File: config.mk
export PLATFORM = sky130hd
export DESIGN_NAME = nor_erase_seq
export DESIGN_NICKNAME = d
export VERILOG_FILES = /design/src/rtl/nes_pkg.sv /design/src/rtl/nes_cycle_timer.sv /design/src/rtl/nes_sector_buf.sv /design/src/rtl/nes_read_port.sv /design/src/rtl/nes_cmd_fsm.sv /design/src/rtl/nor_erase_seq.sv
export SDC_FILE = /design/constraint.sdc
export NUM_CORES = 1
export LEC_CHECK = 0
export ABC_AREA = 1
export ABC_CLOCK_PERIOD_IN_PS = 1900
export BUFFER_PORTS_ARGS = -buffer_cell sky130_fd_sc_hd__buf_2
export CORE_MARGIN = 2
export CORE_UTILIZATION = 50
export CTS_CLUSTER_SIZE = 24
export DETAILED_ROUTE_END_ITERATION = 10
export GPL_ROUTABILITY_DRIVEN = 0
export PLACE_DENSITY = 0.73
export SLEW_MARGIN = 0
export SYNTH_ARGS = -nofsm -noshare
export SYNTH_HDL_FRONTEND = slang
export SYNTH_SLANG_ARGS = --single-unit
File: constraint.sdc
create_clock -name clk -period 1.9 [get_ports clk]
set_clock_uncertainty 0.2 [all_clocks]
set_input_delay 0.285 -clock clk [delete_from_list [all_inputs] [get_ports clk]]
set_output_delay 0.285 -clock clk [all_outputs]
set_load 0.05 [all_outputs]
File: src/rtl/nes_pkg.sv
`timescale 1ns/1ps
package nes_pkg;

    localparam int CMD_AW = 11;

    localparam logic [CMD_AW-1:0] OFF_A = 11'h555;
    localparam logic [CMD_AW-1:0] OFF_B = 11'h2AA;

    localparam logic [7:0] D_UNL_A = 8'hAA;
    localparam logic [7:0] D_UNL_B = 8'h55;
    localparam logic [7:0] D_SETUP = 8'h80;
    localparam logic [7:0] D_SECT  = 8'h30;
    localparam logic [7:0] D_SUSP  = 8'hB0;

    typedef enum logic [3:0] {
        ST_READ,
        ST_UNL1,
        ST_UNL2,
        ST_SETUP,
        ST_UNL3,
        ST_UNL4,
        ST_WINDOW,
        ST_ERASE,
        ST_SUSPEND
    } nes_state_e;

endpackage

File: src/rtl/nes_cycle_timer.sv
`timescale 1ns/1ps
module nes_cycle_timer #(
    parameter int LIMIT = 16
) (
    input  logic clk,
    input  logic rst_n,
    input  logic clr,
    input  logic run,
    output logic done
);
    localparam int CW = (LIMIT > 2) ? $clog2(LIMIT) : 1;
    localparam logic [CW-1:0] LAST = CW'(LIMIT - 1);

    logic [CW-1:0] cnt;

    assign done = run && (cnt == LAST);

    always_ff @(posedge clk) begin
        if (!rst_n) begin
            cnt <= '0;
        end else if (clr || done) begin
            cnt <= '0;
        end else if (run) begin
            cnt <= cnt + 1'b1;
        end
    end

    // the count never passes its limit
    a_r3_cnt_in_range: assert property (@(posedge clk) disable iff (!rst_n)
        cnt <= LAST);

endmodule

File: src/rtl/nes_sector_buf.sv
`timescale 1ns/1ps
module nes_sector_buf #(
    parameter int SEC_W = 3
) (
    input  logic                     clk,
    input  logic                     rst_n,
    input  logic                     add,
    input  logic [SEC_W-1:0]         add_sec,
    input  logic                     clr,
    input  logic                     commit,
    output logic [(1<<SEC_W)-1:0]    pend,
    output logic [(1<<SEC_W)-1:0]    erased
);
    localparam int NSEC = 1 << SEC_W;

    for (genvar s = 0; s < NSEC; s++) begin : g_sec
        always_ff @(posedge clk) begin
            if (!rst_n) begin
                pend[s]   <= 1'b0;
                erased[s] <= 1'b0;
            end else begin
                if (commit) begin
                    erased[s] <= erased[s] | pend[s];
                    pend[s]   <= 1'b0;
                end else if (clr) begin
                    pend[s] <= 1'b0;
                end else if (add && (add_sec == SEC_W'(s))) begin
                    pend[s] <= 1'b1;
                end
            end
        end
    end

    // an erase only completes with something in the buffer
    a_r7_commit_nonempty: assert property (@(posedge clk) disable iff (!rst_n)
        commit |-> (pend != '0));

    // erased sectors stay erased until reset
    a_r12_erased_sticky: assert property (@(posedge clk) disable iff (!rst_n)
        1'b1 |=> ((erased & $past(erased)) == $past(erased)));

endmodule

File: src/rtl/nes_read_port.sv
`timescale 1ns/1ps
module nes_read_port
    import nes_pkg::*;
#(
    parameter int         SEC_W = 3,
    parameter logic [7:0] FILL  = 8'hA5
) (
    input  logic                  clk,
    input  logic                  rst_n,
    input  nes_state_e            state,
    input  logic                  rd_en,
    input  logic [SEC_W-1:0]      rd_sec,
    input  logic [(1<<SEC_W)-1:0] pend,
    input  logic [(1<<SEC_W)-1:0] erased,
    output logic [7:0]            rd_data
);
    logic       tgl;
    logic       dq3;
    logic       status_rd;
    logic [7:0] stat_byte;
    logic [7:0] array_byte;

    always_comb begin
        dq3        = (state == ST_ERASE) || (state == ST_SUSPEND);
        status_rd  = rd_en && ((state == ST_WINDOW) || (state == ST_ERASE) ||
                               ((state == ST_SUSPEND) && pend[rd_sec]));
        stat_byte  = {1'b0, tgl, 2'b00, dq3, 3'b000};
        array_byte = erased[rd_sec] ? 8'hFF : FILL;
    end

    always_ff @(posedge clk) begin
        if (!rst_n) begin
            rd_data <= 8'h00;
            tgl     <= 1'b0;
        end else begin
            if (state == ST_READ) begin
                tgl <= 1'b0;
            end else if (status_rd) begin
                tgl <= ~tgl;
            end
            if (rd_en) begin
                rd_data <= status_rd ? stat_byte : array_byte;
            end
        end
    end

    // status reads never show bit 7 set
    a_r8_dq7_low: assert property (@(posedge clk) disable iff (!rst_n)
        status_rd |=> !rd_data[7]);

    // back-to-back status reads alternate bit 6
    a_r8_dq6_toggles: assert property (@(posedge clk) disable iff (!rst_n)
        (status_rd ##1 status_rd) |=> (rd_data[6] != $past(rd_data[6])));

    // status read in the window shows bit 3 clear
    a_r5_dq3_window: assert property (@(posedge clk) disable iff (!rst_n)
        (status_rd && state == ST_WINDOW) |=> !rd_data[3]);

endmodule

File: src/rtl/nes_cmd_fsm.sv
`timescale 1ns/1ps
module nes_cmd_fsm
    import nes_pkg::*;
(
    input  logic              clk,
    input  logic              rst_n,
    input  logic              wr_en,
    input  logic [CMD_AW-1:0] wr_off,
    input  logic [7:0]        wr_data,
    input  logic              win_done,
    input  logic              ers_done,
    output nes_state_e        state,
    output logic              buf_add,
    output logic              buf_clr,
    output logic              buf_commit,
    output logic              win_restart
);
    nes_state_e state_n;
    logic       w_unl_a;
    logic       w_unl_b;
    logic       w_setup;
    logic       w_sect;
    logic       w_susp;

    always_comb begin
        w_unl_a = wr_en && (wr_off == OFF_A) && (wr_data == D_UNL_A);
        w_unl_b = wr_en && (wr_off == OFF_B) && (wr_data == D_UNL_B);
        w_setup = wr_en && (wr_off == OFF_A) && (wr_data == D_SETUP);
        w_sect  = wr_en && (wr_data == D_SECT);
        w_susp  = wr_en && (wr_data == D_SUSP);
    end

    always_ff @(posedge clk) begin
        if (!rst_n) begin
            state <= ST_READ;
        end else begin
            state <= state_n;
        end
    end

    always_comb begin
        state_n = state;
        unique case (state)
            ST_READ:    if (w_unl_a) state_n = ST_UNL1;
            ST_UNL1:    if (w_unl_b) state_n = ST_UNL2;
                        else if (wr_en) state_n = ST_READ;
            ST_UNL2:    if (w_setup) state_n = ST_SETUP;
                        else if (wr_en) state_n = ST_READ;
            ST_SETUP:   if (w_unl_a) state_n = ST_UNL3;
                        else if (wr_en) state_n = ST_READ;
            ST_UNL3:    if (w_unl_b) state_n = ST_UNL4;
                        else if (wr_en) state_n = ST_READ;
            ST_UNL4:    if (w_sect) state_n = ST_WINDOW;
                        else if (wr_en) state_n = ST_READ;
            ST_WINDOW:  if (w_sect) state_n = ST_WINDOW;
                        else if (w_susp) state_n = ST_SUSPEND;
                        else if (wr_en) state_n = ST_READ;
                        else if (win_done) state_n = ST_ERASE;
            ST_ERASE:   if (w_susp) state_n = ST_SUSPEND;
                        else if (ers_done) state_n = ST_READ;
            ST_SUSPEND: if (w_sect) state_n = ST_ERASE;
            default:    state_n = ST_READ;
        endcase
    end

    always_comb begin
        buf_add     = 1'b0;
        buf_clr     = 1'b0;
        buf_commit  = 1'b0;
        win_restart = 1'b0;
        unique case (state)
            ST_UNL4: begin
                buf_add = w_sect;
            end
            ST_WINDOW: begin
                buf_add     = w_sect;
                win_restart = w_sect;
                buf_clr     = wr_en && !w_sect && !w_susp;
            end
            ST_ERASE: begin
                buf_commit = ers_done && !w_susp;
            end
            default: begin
            end
        endcase
    end

    // a mismatching write inside the unlock sequence returns to read mode
    a_r2_unlock_mismatch: assert property (@(posedge clk) disable iff (!rst_n)
        (state == ST_UNL1 && wr_en && !w_unl_b) |=> (state == ST_READ));

    // a stray write in the window aborts to read mode
    a_r4_stray_abort: assert property (@(posedge clk) disable iff (!rst_n)
        (state == ST_WINDOW && wr_en && wr_data != D_SECT && wr_data != D_SUSP)
        |=> (state == ST_READ));

    // non-suspend writes during the busy period leave it running
    a_r6_busy_ignores: assert property (@(posedge clk) disable iff (!rst_n)
        (state == ST_ERASE && wr_en && wr_data != D_SUSP && !ers_done)
        |=> (state == ST_ERASE));

endmodule

File: src/rtl/nor_erase_seq.sv
`timescale 1ns/1ps
module nor_erase_seq
    import nes_pkg::*;
#(
    parameter int         SEC_W     = 3,
    parameter int         WIN_CYC   = 2500,
    parameter int         ERASE_CYC = 5000,
    parameter logic [7:0] FILL      = 8'hA5
) (
    input  logic                      clk,
    input  logic                      rst_n,
    input  logic                      wr_en,
    input  logic                      rd_en,
    input  logic [CMD_AW+SEC_W-1:0]   addr,
    input  logic [7:0]                wr_data,
    output logic [7:0]                rd_data
);
    localparam int ADDR_W = CMD_AW + SEC_W;
    localparam int NSEC   = 1 << SEC_W;

    nes_state_e       state;
    logic             buf_add;
    logic             buf_clr;
    logic             buf_commit;
    logic             win_restart;
    logic             win_done;
    logic             ers_done;
    logic             win_clr;
    logic             win_run;
    logic             ers_clr;
    logic             ers_run;
    logic [SEC_W-1:0] sec;
    logic [NSEC-1:0]  pend;
    logic [NSEC-1:0]  erased;

    always_comb begin
        sec     = addr[ADDR_W-1 -: SEC_W];
        win_run = (state == ST_WINDOW);
        win_clr = !win_run || win_restart;
        ers_clr = !((state == ST_ERASE) || (state == ST_SUSPEND));
        ers_run = (state == ST_ERASE) && !(wr_en && wr_data == D_SUSP);
    end

    nes_cmd_fsm i_fsm (
        .clk         (clk),
        .rst_n       (rst_n),
        .wr_en       (wr_en),
        .wr_off      (addr[CMD_AW-1:0]),
        .wr_data     (wr_data),
        .win_done    (win_done),
        .ers_done    (ers_done),
        .state       (state),
        .buf_add     (buf_add),
        .buf_clr     (buf_clr),
        .buf_commit  (buf_commit),
        .win_restart (win_restart)
    );

    nes_cycle_timer #(.LIMIT(WIN_CYC)) i_win_tmr (
        .clk   (clk),
        .rst_n (rst_n),
        .clr   (win_clr),
        .run   (win_run),
        .done  (win_done)
    );

    nes_cycle_timer #(.LIMIT(ERASE_CYC)) i_ers_tmr (
        .clk   (clk),
        .rst_n (rst_n),
        .clr   (ers_clr),
        .run   (ers_run),
        .done  (ers_done)
    );

    nes_sector_buf #(.SEC_W(SEC_W)) i_buf (
        .clk     (clk),
        .rst_n   (rst_n),
        .add     (buf_add),
        .add_sec (sec),
        .clr     (buf_clr),
        .commit  (buf_commit),
        .pend    (pend),
        .erased  (erased)
    );

    nes_read_port #(.SEC_W(SEC_W), .FILL(FILL)) i_rd (
        .clk     (clk),
        .rst_n   (rst_n),
        .state   (state),
        .rd_en   (rd_en),
        .rd_sec  (sec),
        .pend    (pend),
        .erased  (erased),
        .rd_data (rd_data)
    );

    // hardware reset always lands in read mode
    a_r10_reset_to_read: assert property (@(posedge clk)
        !rst_n |=> (state == ST_READ));

    // suspended state keeps the buffer intact
    a_r9_suspend_keeps_buf: assert property (@(posedge clk) disable iff (!rst_n)
        (state == ST_SUSPEND) |=> (pend == $past(pend)));

endmodule

==> results.cfg, run 1 <==
[detailed_routing]
detail-route-antenna-nets = 0
drc_errors = 0
firstDrtPassIters = 5
dr.first_iter.drc_count = 168
wl_per_cell_um = 11.2
vias_per_cell = 5.11
num_vias = 3003
totalWireLength_mm = 6.59

[floorplan]
fp-row-count = 28
die_x_um = 81.6
core_region_area_um2 = 5890
die_h_um = 81.6
io_pins = 34
dieArea_um2 = 6660
initial_core_util_pct = 51.2

[logic_synthesis]
synth_cell_types = 34
synth_compound_gate_area_share_pct = 11.2
synth_xor_area_share_pct = 3.49
seq_area_frac_synth_pct = 33.2
synth-warning-count = 0
synth_area_leader_cell = dfxtp_1
syn_inst = 472
synth_top_family_by_area = simple AND/OR/NAND/NOR gates
synth_mux_area_share_pct = 0
synth_area_per_cell_um2 = 6.38
syn_nets = 500
syn_area_um2 = 3010
synth-simple-area-share_pct = 40.6
synth_seq_cells = 50
ys_top_cells_by_area = dfxtp_1 (33%), nand2_1 (15%), nor2_1 (9.7%)
synth_top_area_share_pct = 33.2
synth_fa_ha_area_share_pct = 0.831

[critical_path]
crit_required_ns = 1.93
path_class = reg -> reg
start_kind = flip-flop
slowest_stage = dfxtp_2
worst_path_most_repeated_cell = nand3_1
crit_path_end_kind = flip-flop
critPathMaxFanout = 8
cp_num_buf_inv = 1
cp_top_family = compound AO/OA/AOI/OAI gates
slowest_delay_ns = 0.39
worstReg2RegStart = i_fsm.state[2]
crit_chain = inv_2 > nor2_4 > nand3_1 > a21oi_2 > nand3_1 > a21oi_1
worstRegToRegCells = 6
ff2ff_setup_slack_ns = 0.13
worstReg2RegEnd = i_buf.pend[1]
arrival_ns = 1.80

[global_route]
track_usage_pct = 21.5
antenna_found_initial = 0
grt_first_pass_wirelength_mm = 11.4
grt_max_degree = 16
first_global_vias = 2753
overflow = 0

[worst_hold_path]
hold-path-endpoint = i_rd.rd_data[5]
min-delay-path-class = in -> reg
hold_depth = 3
hp-start = rd_en

[outcome]
status = finished, final reports clean

[placed_design]
io_buffers = 33
dp_hpwl_mm = 5.03
place_ws_ns = -0.0191

[power]
irDropWorstVdd_uv = 339
power.total_mw = 1.83
power.density_nw_per_um2 = 535
leakage_nw = 1.43

[timing]
rsz0062_at_grt = false
hold_violations = 0
slew_headroom_pct = 72.7
finalSetupViolations = 0
slew_violations = 0
tightestPinTransition_ns = 0.409
min_period_over_period_pct = 93.0
post-route-min-period_ns = 1.77
tns_ns = 0
max_freq_mhz = 566
layout_setup_ws_ns = 0.133

[cts]
cts_sinks = 50
clk_pin_slew_ns = 0.10
clk_latency_ns = 0.31
cts_root_buf = clkbuf_8
cts_hold_buf = 0
htreeDepth = 2
cts_buffer_depth = 2
cts_tree = built
cts_buffers = 5

[job]
maxCapViolCount = 0

[finish]
multiInputGateArea_um2 = 1720
final_cell_mix = nand2_1 (119), nor2_1 (75), inv_1 (59)
area_growth_syn_to_layout_pct = 13.3
drive_gt1_share_pct = 17.9
nets = 540
seq_area_um2 = 1010
n_fill_cell = 572
diodes = 0
final_common_cell = nand2_1
==> worst max-delay path by stage <==
stage	to	start	slack, ns	depth (start not counted)
2_1_floorplan	i_ers_tmr.cnt[5]	i_ers_tmr.cnt[0]	0.06	8
3_3_place_gp	i_buf.pend[1]	wr_data[1]	0.02	8
3_5_place_dp	i_ers_tmr.cnt[2]	i_ers_tmr.cnt[1]	-0.02	8
4_1_cts	i_win_tmr.cnt[5]	i_fsm.state[2]	0.01	8
5_1_grt	i_rd.rd_data[3]	i_fsm.state[1]	0.0001	9
6_report	i_buf.pend[1]	i_fsm.state[2]	0.13	6
==> cell type report <==
| class | instances | area share (%) |
|---|---|---|
| multi-input cells | 346 | 50.3 |
| clock inverters | 2 | 0.403 |
| well taps | 75 | 2.75 |
| flip-flops and latches | 50 | 29.5 |
| clock buffers | 6 | 2.13 |
| inverters | 65 | 7.33 |
| repair buffers | 44 | 7.62 |
==> timing repair <==
item,CTS,global route
resized for setup,1,11
setup buffers,0,0
endpoints found under the setup margin,13,26
pin swaps,0,1
==> layer usage <==
metal / vias to the layer above / wire length [um] / track usage, %
li1: 1567 / - / -
met1: 1341 / 3120 / 26.6
met2: 88 / 3030 / 37.5
met3: 7 / 342 / 3.96
met4: 0 / 97 / 7.17
met5: - / 0 / 0
==> report_power, final <==
part / internal [mW] / total, mW / leakage (nW) / switching, mW
clock: 0.261 / 0.619 / 0.0452 / 0.358
combinational: 0.0448 / 0.153 / 0.979 / 0.108
sequential: 1.05 / 1.05 / 0.405 / 0.00266
==> state kept, by name (all words and copies together), names as in the netlist <==
signal and count:
i_buf.pend 8, i_ers_tmr.cnt 13, i_rd.rd_data 4, i_rd.tgl 1
i_fsm.state 4, i_buf.erased 8, i_win_tmr.cnt 12
==> per-stage QoR <==
step,area [um^2],hold WS (ns),instances,util [%]
CTS,3380,0.0892,588,57.5
global placement,3290,0.233,580,55.9
global route,3410,0.101,588,58.0
detailed placement,3290,0.245,580,55.9
floorplan,3010,0.218,472,-
finish,3410,0.0957,588,58.0
==> synthesized netlist by cell type <==
cell type / n
nand2_1: 120
nor2_1: 78
inv_1: 60
dfxtp_1: 50
nand3_1: 41
a21oi_1: 24
nor3_1: 15
o21ai_0: 13
a21oi_2: 12
xor2_1: 10
buf_4: 5
inv_2: 4
nor3b_1: 4
buf_2: 3
nand3_2: 3
nand4_1: 3
o21a_1: 3
clkbuf_1: 2
ha_1: 2
nand2_2: 2
nand2_4: 2
nor3_4: 2
o21ai_1: 2
xnor2_1: 2
a31oi_1: 1
buf_8: 1
inv_4: 1
nand3b_2: 1
nand4_2: 1
nor2_2: 1
nor2_4: 1
nor4_1: 1
o211ai_1: 1
or2_0: 1
==> logic make-up (layout without fill, tap and decap cells) <==
logic type,Yosys count,count (layout)
AO/OA/AOI/OAI,56,56
XOR/XNOR,12,12
adder cells (fa/ha/maj),2,2
buffers and inverters,76,117
flip-flops,50,50
AND/OR/NAND/NOR,276,276
==> tightest hold or removal path, delay by kind of cell <==
family	cells	cell delay (ns)
buffers and inverters	1	0.11
and+or+nand+nor	1	0.09
AOI/OAI and AO/OA	1	0.08
Note: power is estimated with default switching activity, not from simulation.
==> inputs of run 2 (changes only) <==
Settings changed: ABC_CLOCK_PERIOD_IN_PS 1900 to unset, REMOVE_ABC_BUFFERS set to 1.
==> run 2 against run 1 <==
Clock power increased by 6.8%. Clock-buffer cell count fell by 1. Fmax down 2.6%. Non-clock buffer count up 5. Routed wire length grew 1.6%. Via count is 0.43% higher. Largest cell class unchanged. Largest power group unchanged.
==> results.cfg, run 2 (synthesis results as in run 1) <==
[finish]
nets = 545
drive_gt1_share_pct = 18.7
largestRegisters = i_ers_tmr.cnt (13), i_win_tmr.cnt (12)
area_growth_syn_to_layout_pct = 16.2
fin_area_um2 = 3500
diodes = 0
largest_reg_flops = 13
final_cells = 593
final_common_cell = nand2_1
n_fill_cell = 566
top_register = i_ers_tmr.cnt
final_cell_mix = nand2_1 (120), nor2_1 (76), inv_1 (59)

[global_route]
grt_max_degree = 19
overflow = 0
first_global_vias = 2666
track_usage_pct = 21.5
antenna_found_initial = 0
grt_first_pass_wirelength_mm = 11.4

[placed_design]
io_buffers = 33
postPlaceCellArea_um2 = 3290
place_ws_ns = -0.0237
placedCellCount = 580
dp_hpwl_mm = 5.12

[critical_path]
worstReg2RegEnd = i_ers_tmr.cnt[2]
cp_top_family = simple AND/OR/NAND/NOR gates
crit_chain = inv_1 > nand2_1 > nor3_4 > buf_4 > nor2_1 > nand3b_4 > buf_12 > nor3b_1
cp_num_buf_inv = 3
critPathMaxFanout = 7
worstRegToRegCells = 8
slowest_stage = dfxtp_1
ff2ff_setup_slack_ns = 0.09
slowest_delay_ns = 0.36
crit_required_ns = 1.93
crit_cells = 8
path_class = reg -> reg
crit_path_end_kind = flip-flop
arrival_ns = 1.85
start_kind = flip-flop
worstReg2RegStart = i_fsm.state[3]

[timing]
slew_headroom_pct = 75.2
hold_violations = 0
min_period_over_period_pct = 95.5
post-route-min-period_ns = 1.81
slew_violations = 0
layout_setup_ws_ns = 0.0855
finalSetupViolations = 0
tightestPinTransition_ns = 0.371
hold_ws_ns = 0.0899
max_freq_mhz = 551

[detailed_routing]
wl_per_cell_um = 11.3
detail-route-antenna-nets = 0
num_vias = 3016
vias_per_cell = 5.09
dr.first_iter.drc_count = 166
totalWireLength_mm = 6.70
firstDrtPassIters = 4
drc_errors = 0

[power]
leakage_nw = 1.48
irDropWorstVdd_uv = 500
power.density_nw_per_um2 = 533

[floorplan]
io_pins = 34
fp-row-count = 28
dieArea_um2 = 6660
initial_core_util_pct = 51.2
die_x_um = 81.6
die_h_um = 81.6
core_region_area_um2 = 5890

[worst_hold_path]
hold-path-endpoint = i_buf.pend[5]
hp-start = addr[13]
hold_depth = 3
min-delay-path-class = in -> reg

[cts]
cts_buffer_depth = 2
htreeDepth = 2
cts_root_buf = clkbuf_8
clk_pin_slew_ns = 0.11
cts_buffers = 5
clk_latency_ns = 0.32
cts_sinks = 50
cts_tree = built
cts_hold_buf = 0

[outcome]
status = finished, final reports clean

[job]
maxCapViolCount = 0
run 2: cell type report:
cell class / instances / area, um^2 / share of cell area [%]
multi-input cells: 346 / 1740 / 49.7
well taps: 75 / 93.8 / 2.68
inverters: 65 / 246 / 7.04
flip-flops and latches: 50 / 1010 / 28.7
repair buffers: 49 / 315 / 9.01
clock buffers: 5 / 68.8 / 1.97
clock inverters: 3 / 28.8 / 0.822
run 2: through the flow:
stage / utilization, % / TNS (ns) / total power, mW
2_1_floorplan: - / -0.846 / 1.16
3_3_place_gp: 55.9 / 0 / 1.23
3_5_place_dp: 55.9 / -0.0993 / 1.23
4_1_cts: 57.7 / 0 / 1.88
5_1_grt: 59.5 / -0.0563 / 1.94
6_report: 59.5 / 0 / 1.87
run 2: worst reg2reg max path, delay by kind of cell (launching register included):
family	cells	cell delay (ns)
AND/OR/NAND/NOR	5	0.79
buffers and inverters	3	0.41
flip-flops	1	0.36
run 2: routing by layer:
metal | GRT usage [%] | part of all wire [%] | vias up
li1 | - | - | 1574
met1 | 27.3 | 47 | 1369
met2 | 37.8 | 48 | 64
met3 | 3.30 | 3.7 | 9
met4 | 5.67 | 1.2 | 0
met5 | 0 | 0 | -
run 2: how the worst max path moves through the flow:
stage                              to  slack, ns             start
CTS                 i_win_tmr.cnt[10]       0.04    i_fsm.state[2]
floorplan             i_rd.rd_data[5]      -0.25   i_rd.rd_data[5]
global route         i_ers_tmr.cnt[2]      -0.01  i_ers_tmr.cnt[1]
finish               i_ers_tmr.cnt[2]       0.09    i_fsm.state[3]
detailed placement   i_ers_tmr.cnt[2]      -0.02  i_ers_tmr.cnt[0]
global placement        i_buf.pend[0]       0.04        wr_data[1]
run 2: timing repair:
item,CTS,global route
gates resized for setup,1,13
endpoints found under the setup margin,16,31
buffers inserted,0,4
pin swaps,0,4
cloned,0,1
run 2: power by group:
group	total (mW)	internal (mW)	switching, mW	leakage (nW)
registers	1.05	1.05	0.00271	0.405
clock network	0.661	0.273	0.388	0.0502
logic	0.151	0.0442	0.107	1.03
total	1.87	1.37	0.497	1.48
==> inputs of run 3 (changes only) <==
Settings changed: RECOVER_POWER set to 100.
==> run 3 against run 2 <==
First-iteration DRC count is 1.8% higher. Register-to-register slack hardly changed. Clock-buffer cell count stayed put.
==> results.cfg, run 3 (synthesis results as in run 1) <==
[outcome]
status = finished, final reports clean

[critical_path]
start_kind = flip-flop
crit_required_ns = 1.93
ff2ff_setup_slack_ns = 0.09
arrival_ns = 1.84
path_class = reg -> reg
crit_path_end_kind = flip-flop
worstReg2RegStart = i_fsm.state[3]
worstReg2RegEnd = i_ers_tmr.cnt[2]
worstRegToRegCells = 8
critPathMaxFanout = 7

[detailed_routing]
dr.first_iter.drc_count = 169
wl_per_cell_um = 11.3
firstDrtPassIters = 5
totalWireLength_mm = 6.73
vias_per_cell = 5.08
detail-route-antenna-nets = 0
drc_errors = 0
num_vias = 3015

[worst_hold_path]
hold_depth = 3
min-delay-path-class = in -> reg
hp-start = addr[13]
hold-path-endpoint = i_buf.pend[5]

[global_route]
grt_max_degree = 19
first_global_vias = 2666
track_usage_pct = 21.5
grt_first_pass_wirelength_mm = 11.4
overflow = 0
antenna_found_initial = 0

[timing]
tightestPinTransition_ns = 0.600
tns_ns = 0
finalSetupViolations = 0
max_freq_mhz = 554
hold_ws_ns = 0.0895
post-route-min-period_ns = 1.81
layout_setup_ws_ns = 0.0936
slew_violations = 0
slew_headroom_pct = 60.2
min_period_over_period_pct = 95.1
hold_violations = 0

[cts]
cts_tree = built
clk_pin_slew_ns = 0.11
cts_buffer_depth = 2
cts_root_buf = clkbuf_8
cts_hold_buf = 0
htreeDepth = 2
cts_sinks = 50
cts_buffers = 5
clk_latency_ns = 0.32

[finish]
n_fill_cell = 575
final_common_cell = nand2_1
final_cells = 593
final_core_util_pct = 59.2
largest_reg_flops = 13
fin_area_um2 = 3490
final_cell_mix = nand2_1 (120), nor2_1 (76), inv_1 (59)
nets = 545
area_growth_syn_to_layout_pct = 15.7
top_register = i_ers_tmr.cnt
largestRegisters = i_ers_tmr.cnt (13), i_win_tmr.cnt (12)
multiInputGateArea_um2 = 1740
drive_gt1_share_pct = 17.0
seq_area_um2 = 1010
diodes = 0

[power]
irDropWorstVdd_uv = 499
power.total_mw = 1.86
leakage_nw = 1.45
power.density_nw_per_um2 = 535

[floorplan]
dieArea_um2 = 6660
fp-row-count = 28
io_pins = 34
die_x_um = 81.6
initial_core_util_pct = 51.2
core_region_area_um2 = 5890
die_h_um = 81.6

[placed_design]
place_ws_ns = -0.0237
io_buffers = 33
placedCellCount = 580
postPlaceCellArea_um2 = 3290
dp_hpwl_mm = 5.12

[job]
maxCapViolCount = 0
[run 3: what timing repair did]
action                                  CTS  global route
endpoints found under the setup margin   16            31
setup buffers                             0             4
pin swaps                                 0             4
cloned                                    0             1
gates resized for setup                   1            13
[run 3: where the power goes]
part	leakage, nW	internal, mW	switching (mW)	total, mW
clock network	0.0502	0.273	0.388	0.662
registers	0.405	1.05	0.00295	1.05
logic	0.993	0.0415	0.107	0.148
[run 3: worst max path at each step]
stage	to	from	slack (ns)	cells after the start
3_5_place_dp	i_ers_tmr.cnt[2]	i_ers_tmr.cnt[0]	-0.02	8
2_1_floorplan	i_rd.rd_data[5]	i_rd.rd_data[5]	-0.25	2
5_1_grt	i_ers_tmr.cnt[2]	i_ers_tmr.cnt[1]	-0.01	8
6_report	i_ers_tmr.cnt[2]	i_fsm.state[3]	0.09	8
4_1_cts	i_win_tmr.cnt[10]	i_fsm.state[2]	0.04	9
3_3_place_gp	i_buf.pend[0]	wr_data[1]	0.04	9
[run 3: final cells by class]
class	count	area share, %
flip-flops and latches	50	28.9
well taps	75	2.69
inverters	65	7.07
repair buffers	49	8.65
multi-input cells	346	49.9
clock buffers	5	1.97
clock inverters	3	0.826
[run 3: routing by layer]
layer | vias up | part of all wire (%) | global-route usage [%]
met3 | 11 | 4.3 | 3.30
met2 | 72 | 48 | 37.8
met5 | - | 0 | 0
met1 | 1358 | 46 | 27.3
li1 | 1574 | - | -
met4 | 0 | 1.3 | 5.67
[run 3: worst max-delay path: stages (launching register included)]
cell and delay [ns]:
dfxtp_1 0.36, inv_1 0.08, nand2_1 0.10, nor3_4 0.27, buf_4 0.16, nor2_1 0.06, nand3b_4 0.19, buf_12 0.16
nor3b_1 0.15
